## src/rtl/rxpl_csum_pkg.sv

```systemverilog
package rxpl_csum_pkg;

    typedef struct packed {
        logic [15:0] sum;
        logic [7:0]  lo;
        logic        lo_v;
    } acc_state_t;

    function automatic logic [15:0] add1c(input logic [15:0] a, input logic [15:0] b);
        logic [16:0] t;
        t = {1'b0, a} + {1'b0, b};
        return t[15:0] + {15'd0, t[16]};
    endfunction

endpackage

```

## src/rtl/rxpl_trail_delay.sv

```systemverilog
module rxpl_trail_delay #(
    parameter int DEPTH = 4,
    parameter int W     = 8
) (
    input  logic         clk,
    input  logic         rst,
    input  logic         shift,
    input  logic [W-1:0] din,
    output logic [W-1:0] dout
);
    logic [W-1:0] stage [DEPTH];

    for (genvar g = 0; g < DEPTH; g++) begin : g_stage
        always_ff @(posedge clk) begin
            if (rst) begin
                stage[g] <= '0;
            end else if (shift) begin
                if (g == 0) stage[g] <= din;
                else        stage[g] <= stage[g-1];
            end
        end
    end

    assign dout = stage[DEPTH-1];


    first_stage_load_chk: assert property (@(posedge clk) disable iff (rst)
        shift |=> stage[0] == $past(din));
endmodule

```

## src/rtl/rxpl_pair_acc.sv

```systemverilog
module rxpl_pair_acc
    import rxpl_csum_pkg::*;
(
    input  logic        clk,
    input  logic        rst,
    input  logic        clear,
    input  logic        take,
    input  logic [7:0]  din,
    output logic [15:0] fin_sum
);
    acc_state_t st, nxt;

    always_comb begin
        nxt = st;
        if (clear) begin
            nxt = '0;
        end else if (take) begin
            if (st.lo_v) begin
                nxt.sum  = add1c(st.sum, {din, st.lo});
                nxt.lo_v = 1'b0;
            end else begin
                nxt.lo   = din;
                nxt.lo_v = 1'b1;
            end
        end
        fin_sum = nxt.lo_v ? add1c(nxt.sum, {8'h00, nxt.lo}) : nxt.sum;
    end

    always_ff @(posedge clk) begin
        if (rst) st <= '0;
        else     st <= nxt;
    end


    lone_byte_pending_chk: assert property (@(posedge clk) disable iff (rst)
        (take && !clear && !st.lo_v) |=> st.lo_v);


    restart_empty_chk: assert property (@(posedge clk) disable iff (rst)
        clear |=> (st.sum == 16'd0 && !st.lo_v));
endmodule

```

## src/rtl/rxpl_csum_top.sv

```systemverilog
module rxpl_csum_top
    import rxpl_csum_pkg::*;
#(
    parameter int HDR_LEN   = 14,
    parameter int TRAIL_LEN = 4,
    parameter int LEN_W     = 12
) (
    input  logic        clk,
    input  logic        rst,
    input  logic        in_valid,
    input  logic        in_sof,
    input  logic        in_eof,
    input  logic [7:0]  in_byte,
    output logic [15:0] out_sum,
    output logic        out_done,
    output logic        out_short
);
    localparam int MIN_LEN = HDR_LEN + TRAIL_LEN;
    localparam logic [LEN_W-1:0] IDX_MAX = '1;
    localparam logic [LEN_W-1:0] TAKE_AT = LEN_W'(MIN_LEN);
    localparam logic [LEN_W-1:0] SHORT_BELOW = LEN_W'(MIN_LEN - 1);

    logic             in_frame;
    logic [LEN_W-1:0] idx, idx_now;
    logic             accept, take, short_now, end_acc;
    logic [7:0]       dly_out;
    logic [15:0]      fin_sum;

    assign accept    = in_valid && (in_sof || in_frame);
    assign idx_now   = in_sof ? '0 : idx;
    assign take      = accept && (idx_now >= TAKE_AT);
    assign short_now = idx_now < SHORT_BELOW;
    assign end_acc   = accept && in_eof;

    rxpl_trail_delay #(.DEPTH(TRAIL_LEN), .W(8)) i_delay (
        .clk(clk), .rst(rst), .shift(accept), .din(in_byte), .dout(dly_out)
    );

    rxpl_pair_acc i_acc (
        .clk(clk), .rst(rst), .clear(accept && in_sof), .take(take),
        .din(dly_out), .fin_sum(fin_sum)
    );

    always_ff @(posedge clk) begin
        if (rst) begin
            in_frame  <= 1'b0;
            idx       <= '0;
            out_sum   <= '0;
            out_done  <= 1'b0;
            out_short <= 1'b0;
        end else begin
            out_done <= end_acc;
            if (accept) begin
                in_frame <= !in_eof;
                idx      <= (idx_now == IDX_MAX) ? IDX_MAX : idx_now + 1'b1;
            end
            if (end_acc) begin
                out_sum   <= short_now ? 16'd0 : fin_sum;
                out_short <= short_now;
            end
        end
    end


    done_follows_end_chk: assert property (@(posedge clk) disable iff (rst)
        (in_valid && (in_sof || in_frame) && in_eof) |=> out_done);


    no_spurious_done_chk: assert property (@(posedge clk) disable iff (rst)
        !(in_valid && (in_sof || in_frame) && in_eof) |=> !out_done);


    result_hold_chk: assert property (@(posedge clk) disable iff (rst)
        !out_done |-> ($stable(out_sum) && $stable(out_short)));


    short_zero_chk: assert property (@(posedge clk) disable iff (rst)
        out_short |-> (out_sum == 16'd0));
endmodule

```

## config.mk

```make
export PLATFORM = sky130hd
export DESIGN_NAME = rxpl_csum_top
export DESIGN_NICKNAME = d
export VERILOG_FILES = /design/src/rtl/rxpl_csum_pkg.sv /design/src/rtl/rxpl_trail_delay.sv /design/src/rtl/rxpl_pair_acc.sv /design/src/rtl/rxpl_csum_top.sv
export SDC_FILE = /design/constraint.sdc
export NUM_CORES = 1
export LEC_CHECK = 0
export ABC_AREA = 1
export CORE_AREA = 4 4 86 148
export DETAILED_ROUTE_END_ITERATION = 6
export DIE_AREA = 0 0 90 152
export DONT_BUFFER_PORTS = 1
export GPL_ROUTABILITY_DRIVEN = 0
export PLACE_DENSITY_LB_ADDON = 0.12
export REMOVE_ABC_BUFFERS = 1
export SYNTH_ARGS = -nofsm -noshare
export SYNTH_HDL_FRONTEND = slang
export SYNTH_SLANG_ARGS = --single-unit
```

## constraint.sdc

```tcl
create_clock -name clk -period 6.3 [get_ports clk]
set_clock_uncertainty 0.05 [all_clocks]
set_input_delay 0.315 -clock clk [delete_from_list [all_inputs] [get_ports clk]]
set_output_delay 0.315 -clock clk [all_outputs]
set_load 0.1 [all_outputs]
```

* Yosys cells after proc, flatten, opt, wreduce, memory -nomap -nowiden
Memories as Yosys holds them, arrays and structs flattened. Cells that the tools add are included. Widths: inputs -> output; s select.
Word-level totals: input bits 13, register bits after elaboration 56, ROM bits 0, memory bits (writable) 32, bits in latches 0, output and inout port bits 18, logic and storage cells 45, memories 1
Cells by class: multiply operators 0, divide/modulo/power cells 0, muxes and demuxes 18, reductions and logical operators 6, $add $sub $neg 5, eq/ne operators 1, $lt $le $gt $ge 2, shift-type cells 0, bitwise operators 4
Memory list:
- i_delay.stage | words 4, bits a word 8, rd ports 4, clocked after Yosys merged registers in 0, write ports 4, RTL line rxpl_trail_delay.sv:11 | logic [W-1:0] stage [DEPTH];
Operator list (count):
- $mux 25 | 2
- $mux 16 | 3
- $mux 8 | 5
- $add 16x1->16 | 2
- $mux 12 | 2
- $add 16x16->17 | 1
- $add 16x8->17 | 1
- $add 12x1->12 const B | 1
- $eq 12x12->1 const B | 1
- $ge 12x5->1 const B | 1
- $lt 12x5->1 const B | 1
- $mux 1 | 6
- $logic_and 1x1->1 | 4
- $or 1x1->1 | 4
- $logic_not 1->1 | 1
- $logic_or 1x1->1 | 1

* Depth between registers and ports, before layout
Gate-level depths: netlist of run 1.
depth in word-level cells 9, depth in mapped cells 46, depth with buffers taken out 46

* Modules after synthesis
From an unflattened synthesis of run 1, not the netlist that was laid out.
Second synthesis, totals: cell total of the unflattened synthesis 920, area, all modules 6283.5 µm²
By module, submodules not included:
- rxpl_pair_acc | area each 3405.8 µm², cells each 595, instances 1, sequential area each 500.5 µm²
- rxpl_csum_top | area each 1551.5 µm², cells each 223, instances 1, sequential area each 620.6 µm²
- rxpl_trail_delay | area each 1326.3 µm², cells each 102, instances 1, sequential area each 960.9 µm²

* Worst setup path before layout of run 1
Ideal clock, no wire load.
kind reg2reg, from register i_acc.st[1] in the netlist's numbering, to register out_sum[15], required time 6135 ps, clock period less this slack 5753 ps, library setup time 115 ps, cell stages (with the launch flop) 45, setup slack 547 ps, arrival time 5587 ps, path buffers 0, cells stage by stage dfxtp_1 ha_1 inv_1 fa_1 inv_1 nand2_2 nand2_2 nand4_1 nand3_1 nand2_1 nand2_1 a21oi_1 o21bai_1 ha_1 nand2_1 nor2_2 nand3_2 nor2_4 [... 9 more ...] nand2_1 nor2_2 nand4_1 nor2_1 ha_1 nand2_1 nor4_1 nand2_1 nor2_1 nand3_1 nor2_2 nand3_1 nor2_2 nand3_1 nand2_1 nand3_1 nand3_1 nand2_1
RTL lines:
- start, declared | RTL line rxpl_pair_acc.sv:11 | acc_state_t st, nxt;
- start signal, assigned | RTL line rxpl_pair_acc.sv:31 | else st <= nxt;
- end signal, assigned | RTL line rxpl_csum_top.sv:58 | out_sum <= short_now ? 16'd0 : fin_sum;
- end, declared | RTL line rxpl_csum_top.sv:14 | output logic [15:0] out_sum,

==> summary.md, run 1 <==
| Metric | Value |
|---|---|
| Outcome | finished clean |
| Max Transition Viols Final | 0 |
| DIE WIDTH | 90 µm |
| Startpoint Class | flop |
| Fin crit period | 6.07 ns |
| Mux contribution to synthesized area | 0% |
| Reg clk slew, reported paths | 0.07 ns |
| Simple-gate share of the synthesized area | 34.0% |
| Starting Density | 53.5% |
| Total power | 1.21 mW |
| Critical path class | flop to flop |
| Number of port buffers | 0 |
| Max incr delay on CP | 0.37 ns |
| Final worst-path setup slack | 0.229 ns |
| CTS Root Buffer Type | clkbuf_16 |
| Filler Cells Inserted | 1083 |
| Yosys reg bits | 88 |
| FP Rows | 52 |
| Initial antenna violation count | 0 |
| Post-DRT Antenna Nets | 0 |
| WL/cell | 15.8 µm |
| Synth Area in Compound Gates | 10.8% |
| # setup viols final | 0 |
| Maximum fanout along the worst path | 3 |
| HPWL Detailed | 13200 µm |
| Nets | 973 |
| CTS sink count | 88 |
| Post-synthesis cell count | 898 |
| Worst vdd ir | 163 µV |
| Mapped cell area | 6160 µm² |
| Synthesized area per cell | 6.86 µm² |
| DR vias/cell | 5.45 |
| Die area | 13700 µm² |
| Largest family of logic cells by synthesized area | simple AND/OR/NAND/NOR gates |
| Pwr Density | 173 nW/µm² |
| XOR/XNOR share of the synthesized area | 2.98% |
| GRT Util Overall | 24.6% |
| First-pass GRT wire length | 27200 µm |
| Num CTS Buffers | 9 |
| HP Class | input pin to flop |
| Fraction of the yosys area taken by sequential cells | 33.8% |
| Synth Area in Adders | 6.94% |
| Final Cycle Share | 96.4% |
| # diodes | 0 |
| Fmax | 165 MHz |
| Max clock buf depth | 2 |
| P_leak | 3.28 nW |
| Height of the die | 152 µm |
| Detailed-router iteration count before antenna repair | 5 |
| Drt initial violations | 261 |
| H-Tree Depth | 3 |
| Slew headroom | 21.8% |
| Largest net degree at the start of global routing | 44 |
| Core ar. | 11500 µm² |
| CP arrival | 6.30 ns |
| Vias in the first global route | 5764 |
| Crit. End Element | flop |
| Synth Warn # | 0 |
| Pre-CTS setup slack | -0.165 ns |
| Io pins | 31 |
| Drt total wl | 16900 µm |
| DRC | 0 |
| Residual overflow from global routing | 0 |
| RSZ-0062 raised after global routing | yes |
| Via count of the routed design | 5818 |
| Critical path required time | 6.53 ns |
| Max_cap viols | 0 |
| Crit-path slowest cell | fa_2 |
| CTS tree | done |
| Final non-filler cell total | 1067 |
| Share of cells above drive strength 1 | 17.1% |
| Insertion delay to the later sink of the worst-skew pair | 0.34 ns |
| Placed insts | 1036 |
| Area grow syn2layout | 13.8% |
| Fin. Hold Viols | 0 |
| Tightest Pin Transition | 1.17 ns |
| Most frequent CP cell | nand2_1 |
| Yosys cell types | 45 |
## flip-flops by register name, summed over array words and instances, names as in the netlist
signal and flops:
out_short 1, i_acc.st 25, in_frame 1, out_sum 16, idx 12, i_delay.stage 32, out_done 1
## metal layers
metal  GRT usage (%)  vias up  share of wire, %
met3            3.66       69               3.4
met2            47.4      147                54
met4            16.9        0               6.9
met5               0        -                 0
li1                -     2912                 -
met1            23.4     2690                35
## stage by stage
stage	hold WS [ns]	area [µm²]	utilization [%]	setup TNS [ns]
3_3_place_gp	0.342	6400	55.6	0
2_1_floorplan	0.337	6090	-	0
5_1_grt	0.0130	7010	60.9	-1.06
4_1_cts	0.0292	6740	58.5	0
3_5_place_dp	0.344	6400	55.6	-0.407
6_report	0.0182	7010	60.9	0
## placed cells by master, fill, tap and decap left out, types with 4 or more instances in the layout
master,instances
xor2_1,14
edfxtp_1,32
a21oi_2,5
nand2_1,197
nor2_2,14
nand4_1,17
nor4_1,5
xnor2_1,7
or2_2,6
inv_1,149
nand3_2,12
nand2_2,26
o21a_1,7
a32o_1,7
buf_4,32
ha_4,5
nor3_1,11
inv_2,16
o211ai_1,4
nor2_1,104
dfxtp_1,54
nand2_4,7
nand3_1,48
o21ai_1,8
ha_1,24
o21ai_0,43
clkbuf_16,9
a21oi_1,26
nor2_4,5
## logic make-up after synthesis
kind of cell / after synthesis
xor gates and xnor gates: 21
AOI/OAI and AO/OA: 114
buffers and inverters: 183
adders and majority gates: 33
and+or+nand+nor: 459
DFF: 88
## Yosys cell counts, drive strengths merged
cell    count  share of area, %
nand2     230                16
inv       167                10
nor2      123               8.3
nand3      61               5.7
dfxtp      56                18
o21ai      54               4.4
edfxtp     32                16
a21oi      31               2.6
ha         31               6.3
nand4      17               1.7
xor2       14               2.0
nor3       13               1.1
clkbuf      9              0.55
a32o        7               1.1
buf         7              0.69
o21a        7              0.85
xnor2       7              0.99
nor4        6              0.61
or2         6              0.61
o211ai      4              0.49
o21bai      3              0.37
a211oi      2              0.24
a21boi      2              0.24
fa          2              0.65
nand3b      2              0.24
a22oi       1              0.12
a31oi       1              0.10
and2        1              0.10
o221ai      1              0.14
o22ai       1              0.10
## worst max-delay path: cells and delay by family, from the launching register on
family	cells	cell delay (ns)
AOI/OAI and AO/OA	5	0.62
adders and majority gates	6	1.39
buffers and inverters	3	0.18
DFF	1	0.36
and+or+nand+nor	31	3.41
## path summary, 6_finish.rpt
path               start     endpoint  slack [ns]  cells past startpoint
min                  rst  out_sum[11]        0.02                      1
min reg2reg     in_frame     in_frame        0.42                      1
max reg2reg  i_acc.st[9]  out_sum[15]        0.23                     45
max          i_acc.st[9]  out_sum[15]        0.23                     45
## what timing repair did
action	4_1_cts	5_1_grt
buffers inserted	1	12
hold buffers	2	0
pin swaps	1	41
resized for setup	3	52
setup endpoints to repair	6	11
hold endpoints to repair	21	0
## report_power, final
group,switching (mW),internal (mW)
combinational,0.0486,0.0188
clock,0.244,0.280
sequential,0.0137,0.607
## final cells by class
cell class                 count  area (µm²)  share of cell area (%)
inverter                     167         632                    9.01
clock buffer                   9         225                    3.21
sequential                    88        2080                    29.7
clock inverter                 7        75.1                    1.07
timing repair buffer          34         260                    3.71
tap                          135         169                    2.41
multi-input combinational    627        3570                    50.9
No activity file was read; power rests on OpenSTA's default activity.
==> run 2: changes to the inputs <==
--- a/config.mk
+++ b/config.mk
@@ -5,10 +5,9 @@
 export SDC_FILE = /design/constraint.sdc
 export NUM_CORES = 1
 export LEC_CHECK = 0
-export ABC_AREA = 1
-export CORE_AREA = 4 4 86 148
+export CORE_AREA = 4 4 79 137
 export DETAILED_ROUTE_END_ITERATION = 6
-export DIE_AREA = 0 0 90 152
+export DIE_AREA = 0 0 83 141
 export DONT_BUFFER_PORTS = 1
 export GPL_ROUTABILITY_DRIVEN = 0
 export PLACE_DENSITY_LB_ADDON = 0.12
==> run 2 against run 1 <==
Net effect:
- the flow now finishes with violations (setup timing)
- critical endpoint is now out_sum[14]
- total power rose by 3.6%
- synthesized area fell by 8.6%
- largest cell class unchanged
- sequential cell count did not move
- first-iteration DRC count rose by 47%
- final cell count fell by 18%
- wire length fell by 5.2%
==> summary.md, run 2 <==
| Metric | Value |
|---|---|
| DRC | 0 (unchanged) |
| Vias in the first global route | 5455 (-5.4%) |
| Nets | 787 (-19%) |
| Maximum fanout along the worst path | 3 (unchanged) |
| Largest net degree at the start of global routing | 38 (-14%) |
| Io pins | 31 (unchanged) |
| DR vias/cell | 6.17 (+13%) |
| Post-synth EDFFs | 32 (unchanged) |
| Core ar. | 9730 µm² (-16%) |
| CTS tree | done |
| Share of cells above drive strength 1 | 23.9% (+6.8 points) |
| Critical path class | flop to flop |
| HPWL Detailed | 11000 µm (-17%) |
| Detailed-router iteration count before antenna repair | 5 (unchanged) |
| Max_cap viols | 0 (unchanged) |
| Crit path from | i_acc.st[1] |
| Final Cycle Share | 108% (+11 points) |
| Top Registers | i_delay.stage (32), i_acc.st (25), out_sum (16) |
| Insertion delay to the later sink of the worst-skew pair | 0.35 ns (about the same) |
| Pint | 0.950 mW (+4.8%) |
| Via count of the routed design | 5375 (-7.6%) |
| Critical path required time | 6.49 ns (-0.04 ns) |
| WL/cell | 18.4 µm (+16%) |
| CTS Root Buffer Type | clkbuf_16 |
| Final worst-path setup slack | -0.474 ns (-0.703 ns) |
| Fin. Hold Viols | 0 (unchanged) |
| Starting Density | 57.9% (+4.3 points) |
| Synth top cells by count | 65 x nor2_1, 56 x dfxtp_1, 50 x nand2_1 |
| Num CTS Buffers | 9 (unchanged) |
| Total power | 1.26 mW (+3.6%) |
| Drt initial violations | 384 (+47%) |
| Setup TNS | -1.20 ns (-1.20 ns) |
| Filler Cells Inserted | 747 (-31%) |
| RSZ-0062 raised after global routing | yes |
| Post-synth top flop | dfxtp_1 |
| Fin Hold WS | 0.0604 ns (+0.0422 ns) |
| CTS sink count | 88 (unchanged) |
| Max Transition Viols Final | 0 (unchanged) |
| Max clock buf depth | 2 (unchanged) |
| Post-DP Area | 6130 µm² (-4.2%) |
| Clock network power share | 45.4% (+2.1 points) |
| Crit-path leading delay family | compound AO/OA/AOI/OAI gates |
| Violated checks | setup timing |
| CP Buf/Inv Count | 4 (+1) |
| Synthesized area per cell | 8.70 µm² (+27%) |
| Yosys top cell area share | 19.9% (+1.7 points) |
| Outcome | finished with violations |
| P_leak | 2.94 nW (-10%) |
| Tightest Pin Transition | 1.05 ns (-0.116 ns) |
| GRT Util Overall | 27.6% (+2.9 points) |
| Synth Warn # | 0 (unchanged) |
| Mapped cell area | 5630 µm² (-8.6%) |
| FP Rows | 48 (-7.7%) |
| Most common cell after layout, fill and taps aside | buf_4 |
| Comb pwr share | 5.3% (-0.3 points) |
| Pwr Density | 179 nW/µm² (+3.4%) |
| Die area | 11700 µm² (-14%) |
| Yosys reg bits | 88 (unchanged) |
| Part of the power in registers | 49.3% (-1.9 points) |
| Initial antenna violation count | 0 (unchanged) |
| Slew headroom | 29.7% (+7.9 points) |
| Most frequent CP cell | ha_4 |
| # setup viols final | 5 (+5) |
| Register name with the most flops | i_delay.stage |
| Switching Fraction | 24.4% (-0.87 points) |
| H-Tree Depth | 3 (unchanged) |
| Reg clk slew, reported paths | 0.07 ns (about the same) |
| Post-DRT Antenna Nets | 0 (unchanged) |
| Hold Startpoint | in_eof |
| Area grow syn2layout | 24.8% |
| Yosys cell types | 71 (+58%) |
| # diodes | 0 (unchanged) |
| Fin util | 72.2% (+11 points) |
| Number of port buffers | 0 (unchanged) |
| Startpoint Class | flop |
| Residual overflow from global routing | 0 (unchanged) |
| Post-synthesis cell count | 647 (-28%) |
| Fin crit period | 6.77 ns (+0.703 ns) |
| Most instantiated library cell after synthesis | nor2_1 |
| Number of flip-flops in the largest register | 32 (unchanged) |
| Sw Pwr | 0.307 mW (about the same) |
| First-pass GRT wire length | 26100 µm (-4.1%) |
| Dominant cells by area after synthesis | dfxtp_1 20%, edfxtp_1 17%, ha_1 6.9% |
| HP Class | input pin to flop |
| Drt total wl | 16000 µm (-5.2%) |
| Launch point of the worst reg-to-reg path | i_acc.st[1] |
| Max incr delay on CP | 0.36 ns (about the same) |
| Worst vdd ir | 238 µV (+46%) |
| Height of the die | 141 µm (-7.2%) |
| Fmax | 148 MHz (-10%) |
| Crit-path slowest cell | dfxtp_2 |
| Post-synth ARST share | 0% (unchanged) |
| Post-route cell area | 7030 µm² (+0.20%) |
| Largest area contributor in the netlist | dfxtp_1 |
| Crit. End Element | flop |
| Fraction of the yosys area taken by sequential cells | 37.0% (+3.2 points) |
| CP arrival | 6.96 ns (+0.66 ns) |
| Most frequent cells in the layout | 108 x buf_4, 64 x nor2_1, 54 x dfxtp_1, 48 x nand2_1, 42 x and2_1 |
| DIE WIDTH | 83 µm (-7.8%) |
==> run 2: cell count changes in the layout (fill, tap and decap cells not counted), moves of 14 or more <==
cell | before | now
nand2_1 | 197 | 48
inv_1 | 149 | 25
buf_4 | 32 | 108
and2_1 | 1 | 42
nor2_1 | 104 | 64
nand3_1 | 48 | 18
nand2_2 | 26 | 2
inv_2 | 16 | 1
nand4_1 | 17 | 3
==> run 2: layout make-up <==
cell class / count / area [µm²] / share of cell area (%)
Clock inverter: 7 / 92.6 / 1.32
Tap cell: 125 / 156 / 2.23
Inverter: 26 / 97.6 / 1.39
Timing Repair Buffer: 109 / 831 / 11.8
Multi-Input combinational cell: 507 / 3540 / 50.4
Sequential cell: 88 / 2080 / 29.7
Clock buffer: 9 / 225 / 3.21
==> run 2: through the flow <==
stage	instances	setup slack (ns)
2_1_floorplan	621	-0.478
3_3_place_gp	806	-0.360
3_5_place_dp	806	-0.586
4_1_cts	868	-0.265
5_1_grt	871	-0.819
6_report	871	-0.474
==> run 2: cell families (layout without fill, tap and decap cells) <==
group / count (synthesis) / in the layout / share of synthesized area, %
flops: 88 / 88 / 37.0
buf+inv: 52 / 151 / 3.62
simple gates: 278 / 278 / 26.2
xor+xnor: 28 / 28 / 4.36
compound gates: 155 / 155 / 18.9
fa+ha+maj: 33 / 33 / 7.60
mux: 13 / 13 / 2.33
==> run 2: path summary, 6_finish.rpt <==
check | endpoint | slack, ns | cells past startpoint
setup reg to reg | out_sum[14] | -0.47 | 39
hold / removal | out_done | 0.06 | 2
setup / recovery | out_sum[14] | -0.47 | 39
hold reg to reg | in_frame | 0.46 | 1
==> run 2: what timing repair did <==
action / 4_1_cts / 5_1_grt
hold endpoints to repair: 37 / 0
hold buffers: 1 / 0
pin swaps: 25 / 20
endpoints found under the setup margin: 5 / 11
gates resized for setup: 29 / 11
buffers inserted: 45 / 5
==> run 2: worst register-to-register path, delay by kind of cell, from the launching register on <==
kind,cells,cell delay [ns]
AOI/OAI and AO/OA,13,2.22
and+or+nand+nor,13,1.90
adders and majority gates,7,1.35
buffers and inverters,4,0.48
DFF,1,0.36
xor gates and xnor gates,2,0.31
==> run 2: power by group through the flow <==
| stage | clock network [mW] | registers [mW] | logic (mW) |
|---|---|---|---|
| after floorplan | 0 | 0.627 | 0.0414 |
| after CTS | 0.580 | 0.620 | 0.0647 |
| final | 0.570 | 0.620 | 0.0664 |
| after global placement | 0 | 0.632 | 0.0568 |
| after global routing | 0.602 | 0.621 | 0.0739 |
| after detailed placement | 0 | 0.633 | 0.0591 |
==> run 2: layer usage <==
metal | track usage (%) | wire (µm) | vias up
li1 | - | - | 2549
met2 | 49.0 | 8100 | 209
met5 | 0 | 0 | -
met4 | 21.7 | 1300 | 0
met3 | 4.80 | 793 | 79
met1 | 28.1 | 5800 | 2538
==> run 3: changes to the inputs <==
--- a/config.mk
+++ b/config.mk
@@ -5,10 +5,10 @@
 export SDC_FILE = /design/constraint.sdc
 export NUM_CORES = 1
 export LEC_CHECK = 0
+export BUFFER_PORTS_ARGS = -buffer_cell sky130_fd_sc_hd__buf_2
 export CORE_AREA = 4 4 79 137
 export DETAILED_ROUTE_END_ITERATION = 6
 export DIE_AREA = 0 0 83 141
-export DONT_BUFFER_PORTS = 1
 export GPL_ROUTABILITY_DRIVEN = 0
 export PLACE_DENSITY_LB_ADDON = 0.12
 export REMOVE_ABC_BUFFERS = 1
==> run 3 against run 2 <==
Net effect:
- the flow still finishes with violations (setup timing)
- worst setup slack better by 0.096 ns
- critical path depth increased by 1
- via count is 1.7% lower
- combinational power increased by 16%
- cell area rose by 0.14%
- sequential share of layout area about the same
- global-route usage decreased by 0.78 points
- wire length fell by 2.6%
- final cell count rose by 2.0%
- clock power down 8.4%
- critical endpoint unchanged
- largest power group unchanged
- highest routed layer unchanged
==> summary.md, run 3 (synthesized netlist as in run 2, its figures left out) <==
| Metric | Value |
|---|---|
| DIE WIDTH | 83 µm (unchanged) |
| Crit-path leading delay family | compound AO/OA/AOI/OAI gates |
| Clock network power share | 43.0% (-2.4 points) |
| Outcome | finished with violations |
| Top Registers | i_delay.stage (32), i_acc.st (25), out_sum (16) |
| FF-to-FF path depth | 40 (+2.6%) |
| Hold Startpoint | in_eof |
| Startpoint Class | flop |
| WL/cell | 17.5 µm (-4.4%) |
| Core ar. | 9730 µm² (unchanged) |
| Nets | 804 (+2.2%) |
| CTS tree | done |
| Final Cycle Share | 106% (-1.5 points) |
| Drt initial violations | 459 (+20%) |
| Initial antenna violation count | 0 (unchanged) |
| Starting Density | 57.9% (unchanged) |
| Pwr Density | 173 nW/µm² (-3.5%) |
| DR vias/cell | 5.95 (-3.6%) |
| Switching Fraction | 24.9% (+0.51 points) |
| Final worst-path setup slack | -0.377 ns (+0.0962 ns) |
| Maximum fanout along the worst path | 3 (unchanged) |
| Part of the power in registers | 50.7% (+1.4 points) |
| Register name with the most flops | i_delay.stage |
| Via count of the routed design | 5285 (-1.7%) |
| Final non-filler cell total | 888 (+2.0%) |
| Crit. End Element | flop |
| Detailed-router iteration count before antenna repair | 6 (+1) |
| Tightest Pin Transition | 0.803 ns (-0.250 ns) |
| Number of port buffers | 30 (+30) |
| Residual overflow from global routing | 0 (unchanged) |
| CTS Root Buffer Type | clkbuf_16 |
| Pint | 0.912 mW (-4.0%) |
| HP Class | input pin to flop |
| Post-DRT Antenna Nets | 0 (unchanged) |
| Max incr delay on CP | 0.36 ns (about the same) |
| # diodes | 0 (unchanged) |
| Fin crit period | 6.68 ns (-0.0962 ns) |
| Largest net degree at the start of global routing | 41 (+7.9%) |
| Filler Cells Inserted | 727 (-2.7%) |
| Critical path class | flop to flop |
| Area grow syn2layout | 25.0% |
| Crit-path slowest cell | dfxtp_2 |
| Worst vdd ir | 236 µV (-0.75%) |
| WHS Endpoint | out_done |
| Num CTS Buffers | 9 (unchanged) |
| Area of the multi-input gates | 3520 µm² (-0.42%) |
| Worst R2R End | out_sum[14] |
| Fmax | 150 MHz (+1.4%) |
| Max_cap viols | 0 (unchanged) |
| Share of cells above drive strength 1 | 25.6% (+1.7 points) |
| Violated checks | setup timing |
| Comb pwr share | 6.3% (+1.0 points) |
| Reg clk slew, reported paths | 0.07 ns (about the same) |
| GRT Util Overall | 26.8% (-0.78 points) |
| Most common cell after layout, fill and taps aside | buf_4 |
| CTS sink count | 88 (unchanged) |
| First-pass GRT wire length | 25300 µm (-2.9%) |
| Number of flip-flops in the largest register | 32 (unchanged) |
| HPWL Detailed | 10900 µm (-0.90%) |
| Die area | 11700 µm² (unchanged) |
| Fin. Hold Viols | 0 (unchanged) |
| Insertion delay to the later sink of the worst-skew pair | 0.34 ns (about the same) |
| Vias in the first global route | 5307 (-2.7%) |
| Height of the die | 141 µm (unchanged) |
| Max clock buf depth | 2 (unchanged) |
| Io pins | 31 (unchanged) |
| Most frequent CP cell | ha_4 |
| Worst R2R Setup Slack | -0.38 ns (+0.10 ns) |
| RSZ-0062 raised after global routing | yes |
| Critical path required time | 6.48 ns (about the same) |
| Most frequent cells in the layout | 94 x buf_4, 64 x nor2_1, 54 x dfxtp_1, 48 x nand2_1, 42 x and2_1 |
| FP Rows | 48 (unchanged) |
| Total power | 1.21 mW (-3.4%) |
| H-Tree Depth | 3 (unchanged) |
| Sw Pwr | 0.303 mW (-1.4%) |
| CP Buf/Inv Count | 5 (+1) |
| Slew headroom | 46.5% (+17 points) |
| Reg area | 2080 µm² (unchanged) |
| Drt total wl | 15600 µm (-2.6%) |
| # setup viols final | 4 (-1) |
| Placed insts | 835 (+3.6%) |
| Launch point of the worst reg-to-reg path | i_acc.st[1] |
| P_leak | 3.04 nW (+3.4%) |
| WHS Path Cells | 3 (+1) |
| DRC | 0 (unchanged) |
| Max Transition Viols Final | 0 (unchanged) |
| CP arrival | 6.86 ns (-0.10 ns) |
run 3: worst max path at each step:
stage                  endpoint   startpoint  cells after the start  slack (ns)
finish              out_sum[14]  i_acc.st[1]                     40       -0.38
global placement    out_sum[14]  i_acc.st[1]                     39       -0.35
floorplan           out_sum[14]  i_acc.st[1]                     37       -0.48
global route        out_sum[14]  i_acc.st[1]                     40       -0.70
CTS                 out_sum[14]  i_acc.st[9]                     40       -0.28
detailed placement  out_sum[14]  i_acc.st[1]                     39       -0.57
run 3: what timing repair did:
item,CTS,global route
hold buffers,0,0
endpoints found under the setup margin,6,12
resized for setup,26,17
pin swaps,23,20
setup buffers,32,6
run 3: power groups by stage:
stage	logic (mW)	clock network, mW	registers, mW
5_1_grt	0.0850	0.555	0.616
4_1_cts	0.0752	0.531	0.615
6_report	0.0769	0.522	0.615
3_3_place_gp	0.0724	0	0.627
2_1_floorplan	0.0414	0	0.627
3_5_place_dp	0.0749	0	0.628
run 3: cell type report:
class | count | share of cell area, %
Multi-Input combinational cell | 507 | 50.1
Sequential cell | 88 | 29.6
Timing Repair Buffer | 126 | 12.5
Clock buffer | 9 | 3.20
Tap cell | 125 | 2.22
Inverter | 26 | 1.39
Clock inverter | 7 | 0.996
run 3: tightest hold or removal path, stage by stage:
cell and delay (ns):
buf_2 0.09, nand2_1 0.05, inv_1 0.06
run 3: per-layer routing:
layer	track usage (%)	share of wire, %	up-vias	routed length, µm
met5	0	0	-	0
met4	18.5	6.9	0	1070
met3	3.45	4.5	64	695
met2	48.4	52	170	8050
met1	28.5	37	2474	5760
li1	-	-	2577	-
run 3: metrics by stage:
step	hold slack, ns	setup slack (ns)	utilization (%)	TNS (ns)	cell area (µm²)
6_report	0.162	-0.377	72.3	-1.06	7040
3_3_place_gp	0.387	-0.349	64.5	-0.854	6270
5_1_grt	0.182	-0.700	72.3	-2.88	7040
2_1_floorplan	0.334	-0.478	-	-1.16	5520
4_1_cts	0.154	-0.281	71.3	-0.737	6930
3_5_place_dp	0.393	-0.565	64.5	-1.70	6270
